[src/rtl/mrs_pkg.sv]
package mrs_pkg;

  localparam int BUS_W = 8;
  localparam int STEPS = 6;

  // Step index inside one read; each value is one step period
  typedef enum logic [2:0] {
    ST_LO     = 3'd0,  // low address byte on bus, strobe low
    ST_STB    = 3'd1,  // strobe high, low byte captured externally
    ST_HI     = 3'd2,  // high address byte on bus
    ST_DROP   = 3'd3,  // strobe low, high byte captured externally
    ST_OE     = 3'd4,  // bus released, output enable low
    ST_SAMPLE = 3'd5   // wait for ROM, sample at mid-step
  } step_t;

endpackage

[src/rtl/mrs_timebase.sv]
module mrs_timebase #(
  parameter int DIV     = 12,
  parameter int STEPS   = 6,
  parameter int B_EVERY = 2
) (
  input  logic clk,
  input  logic rst,
  output logic a_go,
  output logic b_go
);
  localparam int PH_W = (DIV > 1) ? $clog2(DIV) : 1;
  localparam int ST_W = (STEPS > 1) ? $clog2(STEPS) : 1;
  localparam int SL_W = (B_EVERY > 1) ? $clog2(B_EVERY) : 1;
  localparam logic [PH_W-1:0] PH_LAST = PH_W'(DIV - 1);
  localparam logic [ST_W-1:0] ST_LAST = ST_W'(STEPS - 1);
  localparam logic [SL_W-1:0] SL_LAST = SL_W'(B_EVERY - 1);

  logic [PH_W-1:0] ph;
  logic [ST_W-1:0] st;
  logic [SL_W-1:0] slot;
  logic            frame_end;

  assign frame_end = (ph == PH_LAST) && (st == ST_LAST);

  always_ff @(posedge clk) begin
    if (rst) begin
      ph   <= '0;
      st   <= '0;
      slot <= '0;
    end else if (ph == PH_LAST) begin
      ph <= '0;
      st <= (st == ST_LAST) ? '0 : st + 1'b1;
      if (frame_end) slot <= (slot == SL_LAST) ? '0 : slot + 1'b1;
    end else begin
      ph <= ph + 1'b1;
    end
  end

  assign a_go = frame_end;
  assign b_go = frame_end && (slot == '0);

endmodule

[src/rtl/mrs_port.sv]
module mrs_port
  import mrs_pkg::*;
#(
  parameter int DIV    = 12,
  parameter int BUS_W  = 8,
  parameter int ADDR_W = 2 * BUS_W
) (
  input  logic              clk,
  input  logic              rst,
  input  logic              req,
  input  logic [ADDR_W-1:0] addr,
  input  logic              go,
  output logic              valid,
  output logic [BUS_W-1:0]  data,
  output logic [BUS_W-1:0]  bus_out,
  output logic              bus_en,
  input  logic [BUS_W-1:0]  bus_in,
  output logic              stb,
  output logic              oe_n
);
  localparam int PH_W = (DIV > 1) ? $clog2(DIV) : 1;
  localparam logic [PH_W-1:0] PH_LAST = PH_W'(DIV - 1);
  localparam logic [PH_W-1:0] PH_FALL = PH_W'(DIV / 2 - 1);

  logic              pend;
  logic [ADDR_W-1:0] pend_addr;
  logic [BUS_W-1:0]  cur_hi;
  logic              busy;
  step_t             step;
  logic [PH_W-1:0]   ph;
  logic              seq_done;
  logic              start;

  assign seq_done = busy && (ph == PH_LAST) && (step == ST_SAMPLE);
  assign start    = (!busy || seq_done) && go && pend;

  always_ff @(posedge clk) begin
    if (rst) begin
      pend      <= 1'b0;
      pend_addr <= '0;
      cur_hi    <= '0;
      busy      <= 1'b0;
      step      <= ST_LO;
      ph        <= '0;
      valid     <= 1'b0;
      data      <= '0;
      bus_out   <= '0;
      bus_en    <= 1'b0;
      stb       <= 1'b0;
      oe_n      <= 1'b1;
    end else begin
      valid <= 1'b0;

      // one-deep waiting slot; a fresh request wins over consumption
      if (start) pend <= 1'b0;
      if (req) begin
        pend      <= 1'b1;
        pend_addr <= addr;
      end

      if (start) begin
        busy    <= 1'b1;
        step    <= ST_LO;
        ph      <= '0;
        cur_hi  <= pend_addr[ADDR_W-1:BUS_W];
        bus_out <= pend_addr[BUS_W-1:0];
        bus_en  <= 1'b1;
        stb     <= 1'b0;
        oe_n    <= 1'b1;
      end else if (seq_done) begin
        busy <= 1'b0;
        oe_n <= 1'b1;
      end else if (busy) begin
        if (ph == PH_LAST) begin
          ph   <= '0;
          step <= step_t'(step + 3'd1);
          case (step)
            ST_LO:   stb     <= 1'b1;
            ST_STB:  bus_out <= cur_hi;
            ST_HI:   stb     <= 1'b0;
            ST_DROP: begin
              oe_n   <= 1'b0;
              bus_en <= 1'b0;
            end
            default: ;
          endcase
        end else begin
          ph <= ph + 1'b1;
          if (ph == PH_FALL && step == ST_SAMPLE) begin
            valid <= 1'b1;
            data  <= bus_in;
          end
        end
      end
    end
  end

endmodule

[src/rtl/mrs_seq.sv]
module mrs_seq
  import mrs_pkg::*;
#(
  parameter int BUS_W   = mrs_pkg::BUS_W,
  parameter int A_DIV   = 12,
  parameter int B_DIV   = 2,
  parameter int B_EVERY = 2,
  parameter int ADDR_W  = 2 * BUS_W
) (
  input  logic              clk,
  input  logic              rst,
  input  logic              a_req,
  input  logic [ADDR_W-1:0] a_addr,
  output logic              a_valid,
  output logic [BUS_W-1:0]  a_data,
  output logic [BUS_W-1:0]  a_bus_out,
  output logic              a_bus_en,
  input  logic [BUS_W-1:0]  a_bus_in,
  output logic              a_stb,
  output logic              a_oe_n,
  input  logic              b_req,
  input  logic [ADDR_W-1:0] b_addr,
  output logic              b_valid,
  output logic [BUS_W-1:0]  b_data,
  output logic [BUS_W-1:0]  b_bus_out,
  output logic              b_bus_en,
  input  logic [BUS_W-1:0]  b_bus_in,
  output logic              b_stb,
  output logic              b_oe_n
);
  logic a_go;
  logic b_go;

  mrs_timebase #(
    .DIV     (A_DIV),
    .STEPS   (STEPS),
    .B_EVERY (B_EVERY)
  ) u_tb (
    .clk  (clk),
    .rst  (rst),
    .a_go (a_go),
    .b_go (b_go)
  );

  mrs_port #(
    .DIV    (A_DIV),
    .BUS_W  (BUS_W),
    .ADDR_W (ADDR_W)
  ) u_port_a (
    .clk     (clk),
    .rst     (rst),
    .req     (a_req),
    .addr    (a_addr),
    .go      (a_go),
    .valid   (a_valid),
    .data    (a_data),
    .bus_out (a_bus_out),
    .bus_en  (a_bus_en),
    .bus_in  (a_bus_in),
    .stb     (a_stb),
    .oe_n    (a_oe_n)
  );

  mrs_port #(
    .DIV    (B_DIV),
    .BUS_W  (BUS_W),
    .ADDR_W (ADDR_W)
  ) u_port_b (
    .clk     (clk),
    .rst     (rst),
    .req     (b_req),
    .addr    (b_addr),
    .go      (b_go),
    .valid   (b_valid),
    .data    (b_data),
    .bus_out (b_bus_out),
    .bus_en  (b_bus_en),
    .bus_in  (b_bus_in),
    .stb     (b_stb),
    .oe_n    (b_oe_n)
  );

endmodule

[config.mk]
export PLATFORM = sky130hd
export DESIGN_NAME = mrs_seq
export DESIGN_NICKNAME = d
export VERILOG_FILES = /design/src/rtl/mrs_pkg.sv /design/src/rtl/mrs_timebase.sv /design/src/rtl/mrs_port.sv /design/src/rtl/mrs_seq.sv
export SDC_FILE = /design/constraint.sdc
export NUM_CORES = 1
export LEC_CHECK = 0
export CORE_MARGIN = 8
export CORE_UTILIZATION = 53
export DETAILED_ROUTE_END_ITERATION = 8
export PLACE_DENSITY = 0.82
export SLEW_MARGIN = 20
export SYNTH_ARGS = -nofsm -noshare
export SYNTH_HDL_FRONTEND = slang
export SYNTH_SLANG_ARGS = --single-unit
[constraint.sdc]
create_clock -name clk -period 3.1 [get_ports clk]
set_input_delay 0.31 -clock clk [delete_from_list [all_inputs] [get_ports clk]]
set_output_delay 0.31 -clock clk [all_outputs]
set_load 0.03 [all_outputs]
### After elaboration in Yosys (flattened, before gate mapping)

Cells that the tools add are included.

* register bits: 111
* word-level logic and storage cells: 147

* $add $sub $neg: 7
* equality and inequality tests: 14
* mux-type cells: 36
* bitwise gates (word level): 9
* reduce and logical (&&, ||, !) cells: 54

Operators with widths (count)
* 2-to-1 mux 8 bit: 10
* nonzero test 2 bit: 14
* AND reduction 4 bit: 6
* 2-to-1 mux 1 bit: 22
* equality test 3 x 2 -> 1 bit, second input constant: 4
* logical AND 1 bit: 12
* AND reduction 3 bit: 4
* AND reduction 5 bit: 2
* OR reduction 5 bit: 2
* adder 3 x 1 -> 3 bit, second input constant: 3
* equality test 3 bit, second input constant: 3
* NOT 1 bit: 9
* adder 4 x 1 -> 4 bit, second input constant: 2
* equality test 4 bit, second input constant: 2
* equality test 3 x 1 -> 1 bit, second input constant: 2
* logical NOT 3 bit: 2
* AND reduction 2 bit: 3
* OR reduction 2 bit: 3
* OR reduction 3 bit: 2
* equality test 4 x 3 -> 1 bit, second input constant: 1
* 2-to-1 mux 4 bit: 1
* inequality test 2 bit, second input constant: 2
* case mux 1 bit (2 select lines): 2
* 2-to-1 mux 3 bit: 1
* other kinds (3): 6

### Longest topological paths before layout

Gate-level depths: netlist of run 1.

* word-level depth: 8
* gate-level depth with buffers: 8

### Hierarchy

Synthesis of run 1 repeated with hierarchy kept, for this count alone.

* cells, all modules: 492
* area, all modules: 4609.4 µm²

By module, submodules not included
* mrs_port at u_port_a: times used 1, cells each 231, area an instance 2150.8 µm², seq. area each 1061.0 µm²
* mrs_port at u_port_b: times used 1, cells each 227, area an instance 2088.3 µm², seq. area each 1001.0 µm²
* mrs_timebase: times used 1, cells each 34, area an instance 370.4 µm², seq. area each 160.2 µm²

### Least setup slack after synthesis of run 1

Ideal clock, no wire load.

* path kind: register to register
* from: reg u_port_b.step[0]
* to: reg u_port_b.bus_out[6]
* arrival time: 1703 ps
* data required time: 2964 ps
* path slack: 1261 ps
* stages on the path, launching flop included: 8
* buffers on the path: 2
* clock period less this slack: 1839 ps
* cell sequence: dfxtp_1 ha_1 nand3_4 a2111o_1 buf_2 buf_6 nor3_1 a211oi_2

* cells in the longest elaborated chain, start to end: 7
* elaborated cells on any way between the ends: 12

Ends and longest elaborated chain
* from (decl): line mrs_port.sv:29 `step_t step;`
* from (signal assigned): line mrs_port.sv:76 `step <= step_t'(step + 3'd1);`
* equality test 3 bit: line mrs_port.sv:34 `assign seq_done = busy && (ph == PH_LAST) && (step == ST_SAMPLE);`
* logical AND 1 bit: line mrs_port.sv:34
* logical OR 1 bit: line mrs_port.sv:35 `assign start = (!busy || seq_done) && go && pend;`
* logical AND 1 bit (2 in series): line mrs_port.sv:35
* inequality test 2 bit (no line) or nonzero test 2 bit (tied branches)
* AND reduction 4 bit (no line)
* to (signal assigned): line mrs_port.sv:66 `bus_out <= pend_addr[BUS_W-1:0];`
* to (signal assigned): line mrs_port.sv:79 `ST_STB: bus_out <= cur_hi;`
* to (decl): line mrs_port.sv:15 `output logic [BUS_W-1:0] bus_out,`

Several ways; a longest one is shown, not always the timed one.
A chain may end at the register's enable or synchronous reset.

### Final worst setup path of run 1

* from: reg u_tb.ph[0]
* to: reg u_port_b.bus_out[7]

* cells in the longest elaborated chain, start to end: 7
* elaborated cells on any way between the ends: 11

Ends and longest elaborated chain
* from (decl): line mrs_timebase.sv:18 `logic [PH_W-1:0] ph;`
* from (signal assigned): line mrs_timebase.sv:35 `ph <= ph + 1'b1;`
* equality test 4 bit *: line mrs_timebase.sv:23 `assign frame_end = (ph == PH_LAST) && (st == ST_LAST);`
* logical AND 1 bit *: line mrs_timebase.sv:23
* logical AND 1 bit *: line mrs_timebase.sv:40 `assign b_go = frame_end && (slot == '0);`
* logical AND 1 bit * (2 in series): line mrs_port.sv:35
* inequality test 2 bit (no line) or nonzero test 2 bit (tied branches)
* AND reduction 4 bit (no line)

Every way passes the cells marked *; elsewhere a longest branch is shown, timed or not.

==> flow_metrics.py, run 1 <==
metrics = {
    "synth": {
        "syn_avg_cell_area_um2": 9.60,
        "synth_cell_types": 43,
        "ys_ff_latch": 111,
        "synth_fp_nets": 535,
        "netlist_area_um2": 4520,
        "synth_seq_area_share_pct": 49.2,
        "syn_inst": 471,
        "synth_top_area_share_pct": 49.2,
        "synth_warnings": 0,
        "yosysTopAreaCell": "dfxtp_1",
        "synthTopCellsByArea": "dfxtp_1 49%, mux2i_1 13%, nor2_1 4.9%",
    },
    "timing": {
        "grt_setup_unrepaired": "false",
        "post-route-worst-setup-slack_ns": 0.895,
        "fin_crit_ns": 2.20,
        "worstMarginPinSlew_ns": 1.00,
        "maxSlewViolCount": 0,
        "hold_viol_final": 0,
        "fmax_mhz": 454,
        "slew_headroom_pct": 33.1,
        "setup_viol": 0,
        "fin_setup_tns_ns": 0,
        "skew_ns": 0.0162,
        "post-route-period-util_pct": 71.1,
    },
    "cts": {
        "cts_resized": 0,
        "hold_buffers": 0,
        "cts_setup_buffers": 0,
        "clockRootBuffer": "clkbuf_8",
        "cts_made_buffers": 9,
        "clk_latency_ns": 0.38,
        "cts_tree": "yes",
        "htreeDepth": 3,
        "clock-sinks": 111,
        "cts_buffer_depth": 2,
        "clk_pin_slew_ns": 0.11,
    },
    "place": {
        "hpwl_um": 7100,
        "pre_cts_ws_ns": 0.916,
        "gp_congestion": 0.774,
        "io_buffers": 91,
    },
    "layout": {
        "num_antenna_cells": 0,
        "fillers": 664,
        "area_growth_pct": 25.1,
        "final_util_pct": 68.5,
        "layout.nets": 609,
        "drive_gt1_share_pct": 6.73,
    },
    "global_route": {
        "met3_usage_pct": 4.58,
        "grt_pass1_vias": 3526,
        "antenna_found_initial": 0,
        "grt_use_total_pct": 17.2,
        "overflow": 0,
        "grt_max_degree": 92,
        "use_met2_pct": 28.5,
        "grt_pass1_wl_um": 16600,
        "grtUsageMet1_pct": 20.7,
        "top_usage_layer": "met2",
    },
    "pwr": {
        "p_leak_nw": 2.12,
        "power_density_nw_per_um2": 450,
        "irDropWorstVdd_mv": 0.273,
    },
    "floorplan": {
        "die_area_um2": 11700,
        "rows": 33,
        "coreArea_um2": 8260,
        "fp.dieH_um": 108,
        "start_util_pct": 54.7,
        "io_pins": 92,
        "die_w_um": 108,
    },
    "detailed_routing": {
        "dr.pass1.iters": 4,
        "postRouteWirelength_um": 9990,
        "route.detailed.drc": 0,
        "drt-initial-drc-count": 165,
        "routed-via-count": 3572,
        "wl_per_cell_um": 15.3,
        "ant_nets": 0,
        "viasPerCell": 5.45,
    },
    "critical_path": {
        "worstSetupPathType": "flip-flop to flip-flop",
        "worstSetupEndpointType": "flip-flop",
        "path_max_fanout": 11,
        "critPathRequiredTime_ns": 3.39,
        "cp-start-kind": "flip-flop",
        "arrival_ns": 2.49,
    },
    "worst_hold_path": {
        "hp-class": "input port to flip-flop",
    },
    "run": {
        "maxCapViolations": 0,
    },
    "outcome": {
        "status": "finished, final reports clean",
    },
}
## worst max-delay path, stage by stage, from the launching register on
cell and delay, ns:
dfxtp_1 0.38, ha_1 0.30, nand4b_4 0.18, a2111oi_4 0.59
nand2_2 0.34, a211oi_1 0.31
## cells in the final DEF (no fill, tap or decap), types with 8 or more instances in the layout
cell type        instances
dfxtp_1                111
clkdlybuf4s50_1         90
mux2i_1                 59
nor2_1                  59
a21oi_1                 44
nand2_1                 26
o21ai_0                 18
nor3_1                  16
inv_1                   13
nand3_1                 12
ha_1                    12
nand4_1                 10
clkbuf_8                 9
o31ai_1                  8
## state kept, by name, summed over array words and instances (netlist names), 3 cells and up
register            flops
u_port_a.pend_addr     16
u_port_b.pend_addr     16
u_port_a.bus_out        8
u_port_a.cur_hi         8
u_port_a.data           8
u_port_b.bus_out        8
u_port_b.cur_hi         8
u_port_b.data           8
u_port_a.ph             4
u_tb.ph                 4
u_port_a.step           3
u_port_b.step           3
u_tb.st                 3
## per-stage QoR
| stage | hold slack [ns] | std cells | total power [W] | instance area, um^2 |
|---|---|---|---|---|
| floorplan | 0.432 | 471 | 0.00159 | 4520 |
| global placement | 0.440 | 639 | 0.00166 | 5440 |
| detailed placement | 0.449 | 639 | 0.00167 | 5440 |
| CTS | 0.384 | 655 | 0.00257 | 5660 |
| global route | 0.427 | 655 | 0.00264 | 5660 |
| finish | 0.402 | 655 | 0.00255 | 5660 |
## report_power, final
| group | switching [W] | internal, W | leakage (nW) |
|---|---|---|---|
| Sequential | 0.0000221 | 0.00146 | 0.902 |
| Combinational | 0.0000680 | 0.0000916 | 1.11 |
| Clock | 0.000514 | 0.000395 | 0.107 |
## worst paths after layout
path / start / endpoint / slack, ns / cells after the start
min: rst / u_port_a.oe_n / 0.40 / 3
min reg2reg: u_port_b.data[4] / u_port_b.data[4] / 0.46 / 2
max reg2reg: u_tb.ph[0] / u_port_b.bus_out[7] / 0.90 / 5
max: u_tb.ph[0] / u_port_b.bus_out[7] / 0.90 / 5
## final cells by class
type	count	area, um^2	area share [%]
sequential	111	2220	39.3
multi-input combinational	314	2100	37.1
timing repair buffer	96	943	16.7
tap	105	131	2.32
clock buffer	10	128	2.26
clock inverter	6	83.8	1.48
inverter	13	48.8	0.863
## synth_stat cells, drive strengths merged
| library cell | count |
|---|---|
| nor2b | 1 |
| nor4 | 1 |
| a2111o | 1 |
| nand4 | 10 |
| clkbuf | 23 |
| o31ai | 8 |
| and4b | 1 |
| nor3b | 3 |
| or3 | 1 |
| nand2 | 27 |
| mux2i | 59 |
| a2111oi | 3 |
| a21boi | 1 |
| o21a | 3 |
| a211oi | 11 |
| a21bo | 1 |
| nand3b | 2 |
| a21oi | 44 |
| nor3 | 16 |
| nor2 | 60 |
| o2111ai | 2 |
| o21ai | 22 |
| or2 | 1 |
| buf | 10 |
| nand3 | 13 |
| ha | 12 |
| inv | 13 |
| nand2b | 2 |
| xnor2 | 5 |
| dfxtp | 111 |
| nand4b | 4 |
## per-layer routing
metal | part of all wire, % | vias to the layer above
met5 | 0 | -
met4 | 1.7 | 0
met3 | 6.2 | 15
met2 | 46 | 95
met1 | 46 | 1668
li1 | - | 1794
## logic make-up after synthesis
| kind of cell | count (synthesis) | share of synthesized area (%) |
|---|---|---|
| AND/OR/NAND/NOR | 142 | 15.2 |
| adder cells (fa/ha/maj) | 12 | 3.32 |
| flip-flops | 111 | 49.2 |
| multiplexers | 59 | 13.1 |
| buffers and inverters | 46 | 4.43 |
| AO/OA/AOI/OAI | 96 | 13.8 |
| XOR/XNOR | 5 | 0.969 |
Note: power is estimated with default switching activity, not from simulation.
==> run 2: changes to the inputs <==
--- a/config.mk
+++ b/config.mk
@@ -6,9 +6,9 @@
 export NUM_CORES = 1
 export LEC_CHECK = 0
 export CORE_MARGIN = 8
-export CORE_UTILIZATION = 53
+export CORE_UTILIZATION = 46
 export DETAILED_ROUTE_END_ITERATION = 8
-export PLACE_DENSITY = 0.82
+export PLACE_DENSITY = 0.76
 export SLEW_MARGIN = 20
 export SYNTH_ARGS = -nofsm -noshare
 export SYNTH_HDL_FRONTEND = slang
==> constraint.sdc (replaced) <==
create_clock -name clk -period 2 [get_ports clk]
set_input_delay 0.2 -clock clk [delete_from_list [all_inputs] [get_ports clk]]
set_output_delay 0.2 -clock clk [all_outputs]
set_load 0.03 [all_outputs]
==> run 2 against run 1 <==
  * Register-to-register slack lost 0.80 ns
  * Combinational power up 66%
  * Sequential share of layout area down 1.1 points
  * Routed wire length increased by 0.98%
  * Final cell count up 6.3%
  * Setup slack got worse by 0.80 ns
  * Clock power grew 53%
  * First-iteration DRC count grew 4.8%
  * Non-clock buffer count increased by 13
  * Global-route usage shrank 1.5 points
  * Critical path depth rose by 1
  * Clock skew decreased by 0.0027 ns
==> flow_metrics.py, run 2 (synthesized netlist as in run 1, its figures left out) <==
metrics = {
    "outcome": {
        "status": "finished, final reports clean",
    },
    "timing": {
        "fmax_mhz": 526,
        "setup_viol": 0,
        "fin_setup_tns_ns": 0,
        "skew_ns": 0.0135,
        "post-route-period-util_pct": 95.1,
        "slew_headroom_pct": 73.0,
        "worstMarginPinSlew_ns": 0.405,
        "fin_crit_ns": 1.90,
        "hold_viol_final": 0,
        "maxSlewViolCount": 0,
    },
    "critical_path": {
        "cp-start-kind": "flip-flop",
        "critPathRequiredTime_ns": 2.25,
        "arrival_ns": 2.15,
        "worstSetupPathType": "flip-flop to flip-flop",
        "worstSetupEndpointType": "flip-flop",
        "path_max_fanout": 17,
    },
    "pwr": {
        "switching_share_pct": 22.9,
        "power_frac_clock_pct": 35.3,
        "p_switching_w": 0.000902,
        "p_int_w": 0.00304,
        "power_frac_seq_pct": 58.0,
        "power_density_nw_per_um2": 676,
        "p_leak_nw": 2.18,
        "pwr-share-comb_pct": 6.7,
        "irDropWorstVdd_mv": 0.478,
    },
    "global_route": {
        "overflow": 0,
        "antenna_found_initial": 0,
        "grt_pass1_wl_um": 17100,
        "grt_max_degree": 92,
        "grt_pass1_vias": 3666,
        "grt_use_total_pct": 15.7,
    },
    "place": {
        "gp_congestion": 0.812,
        "hpwl_um": 7310,
        "placedCellCount": 680,
        "io_buffers": 91,
    },
    "floorplan": {
        "io_pins": 92,
        "die_area_um2": 13300,
        "rows": 36,
        "coreArea_um2": 9640,
        "fp.dieH_um": 115,
        "die_w_um": 115,
        "start_util_pct": 46.9,
    },
    "layout": {
        "fillers": 843,
        "top_regs": "u_port_a.pend_addr (16), u_port_b.pend_addr (16)",
        "area_growth_pct": 28.9,
        "drive_gt1_share_pct": 10.1,
        "final_common_cell": "dfxtp_1",
        "num_antenna_cells": 0,
        "multiInputGateArea_um2": 2120,
        "final_cell_mix": "111 x dfxtp_1, 90 x clkdlybuf4s50_1, 59 x mux2i_1, 59 x nor2_1, 44 x a21oi_1",
        "layout.nets": 622,
        "seqCellArea_um2": 2220,
        "instances_no_fill": 696,
    },
    "cts": {
        "clk_pin_slew_ns": 0.11,
        "clk_latency_ns": 0.36,
        "cts_made_buffers": 9,
        "clock-sinks": 111,
        "cts_buffer_depth": 2,
        "hold_buffers": 0,
        "cts_tree": "yes",
        "clockRootBuffer": "clkbuf_8",
        "htreeDepth": 3,
    },
    "detailed_routing": {
        "routed-via-count": 3590,
        "wl_per_cell_um": 14.5,
        "ant_nets": 0,
        "drt-initial-drc-count": 173,
        "viasPerCell": 5.16,
        "postRouteWirelength_um": 10100,
        "dr.pass1.iters": 4,
        "route.detailed.drc": 0,
    },
    "run": {
        "maxCapViolations": 0,
    },
    "worst_hold_path": {
        "hp-class": "input port to flip-flop",
    },
}
==> run 2: cell types whose count changed in the layout (fill, tap and decap cells not counted), sizes merged <==
cell      previous run  this run
buf                  6        19
clkinv               1         0
clkinvlp             0         2
inv                 17        16
==> run 2: timing repair <==
item | in CTS | in global routing
buffers inserted | 0 | 0
resized for setup | 0 | 7
endpoints found under the setup margin | 0 | 22
==> run 2: power by group through the flow <==
stage	Sequential, W	Clock, W	Combinational [W]
3_3_place_gp	0.00233	0	0.000259
2_1_floorplan	0.00232	0	0.000134
3_5_place_dp	0.00234	0	0.000266
6_report	0.00229	0.00139	0.000265
4_1_cts	0.00228	0.00143	0.000267
5_1_grt	0.00229	0.00153	0.000291
==> run 2: area by class of cell <==
type                    instances  area share (%)
clock buffers                  10            2.36
clock inverters                 6            1.27
inverters                      13           0.838
multi-input cells             314            36.4
flip-flops and latches        111            38.1
well taps                     133            2.86
repair buffers                109            18.1
==> run 2: per-layer routing <==
metal	track usage (%)	vias up	share of wire, %
li1	-	1825	-
met2	26.5	79	49
met4	4.90	0	1.2
met3	3.99	9	5.3
met1	19.2	1677	45
met5	0	-	0
==> run 2: worst paths after layout <==
check	startpoint	endpoint	slack, ns	cells past startpoint
hold reg to reg	u_port_b.data[1]	u_port_b.data[1]	0.46	2
setup / recovery	u_port_b.step[0]	u_port_b.bus_out[3]	0.1	6
setup reg to reg	u_port_b.step[0]	u_port_b.bus_out[3]	0.1	6
hold / removal	rst	u_port_a.bus_out[3]	0.29	4
==> run 2: through the flow <==
step                      setup slack (ns)  power, W  instance area (um^2)  hold slack [ns]  util, %
final                               0.0989   0.00394                  5830            0.292     60.4
after global routing              -0.00123   0.00412                  5830            0.282     60.4
after CTS                           0.0448   0.00399                  5800            0.280     60.2
after detailed placement            0.0614   0.00260                  5590            0.448     58.0
after global placement               0.169   0.00259                  5590            0.440     58.0
after floorplan                      0.161   0.00246                  4520            0.336        -
==> run 2: critical path, stage by stage (launching register included) <==
cell	delay, ns
dfxtp_1	0.44
ha_2	0.28
nand3_4	0.10
a2111o_1	0.45
buf_4	0.21
nor3_1	0.24
a211oi_2	0.07
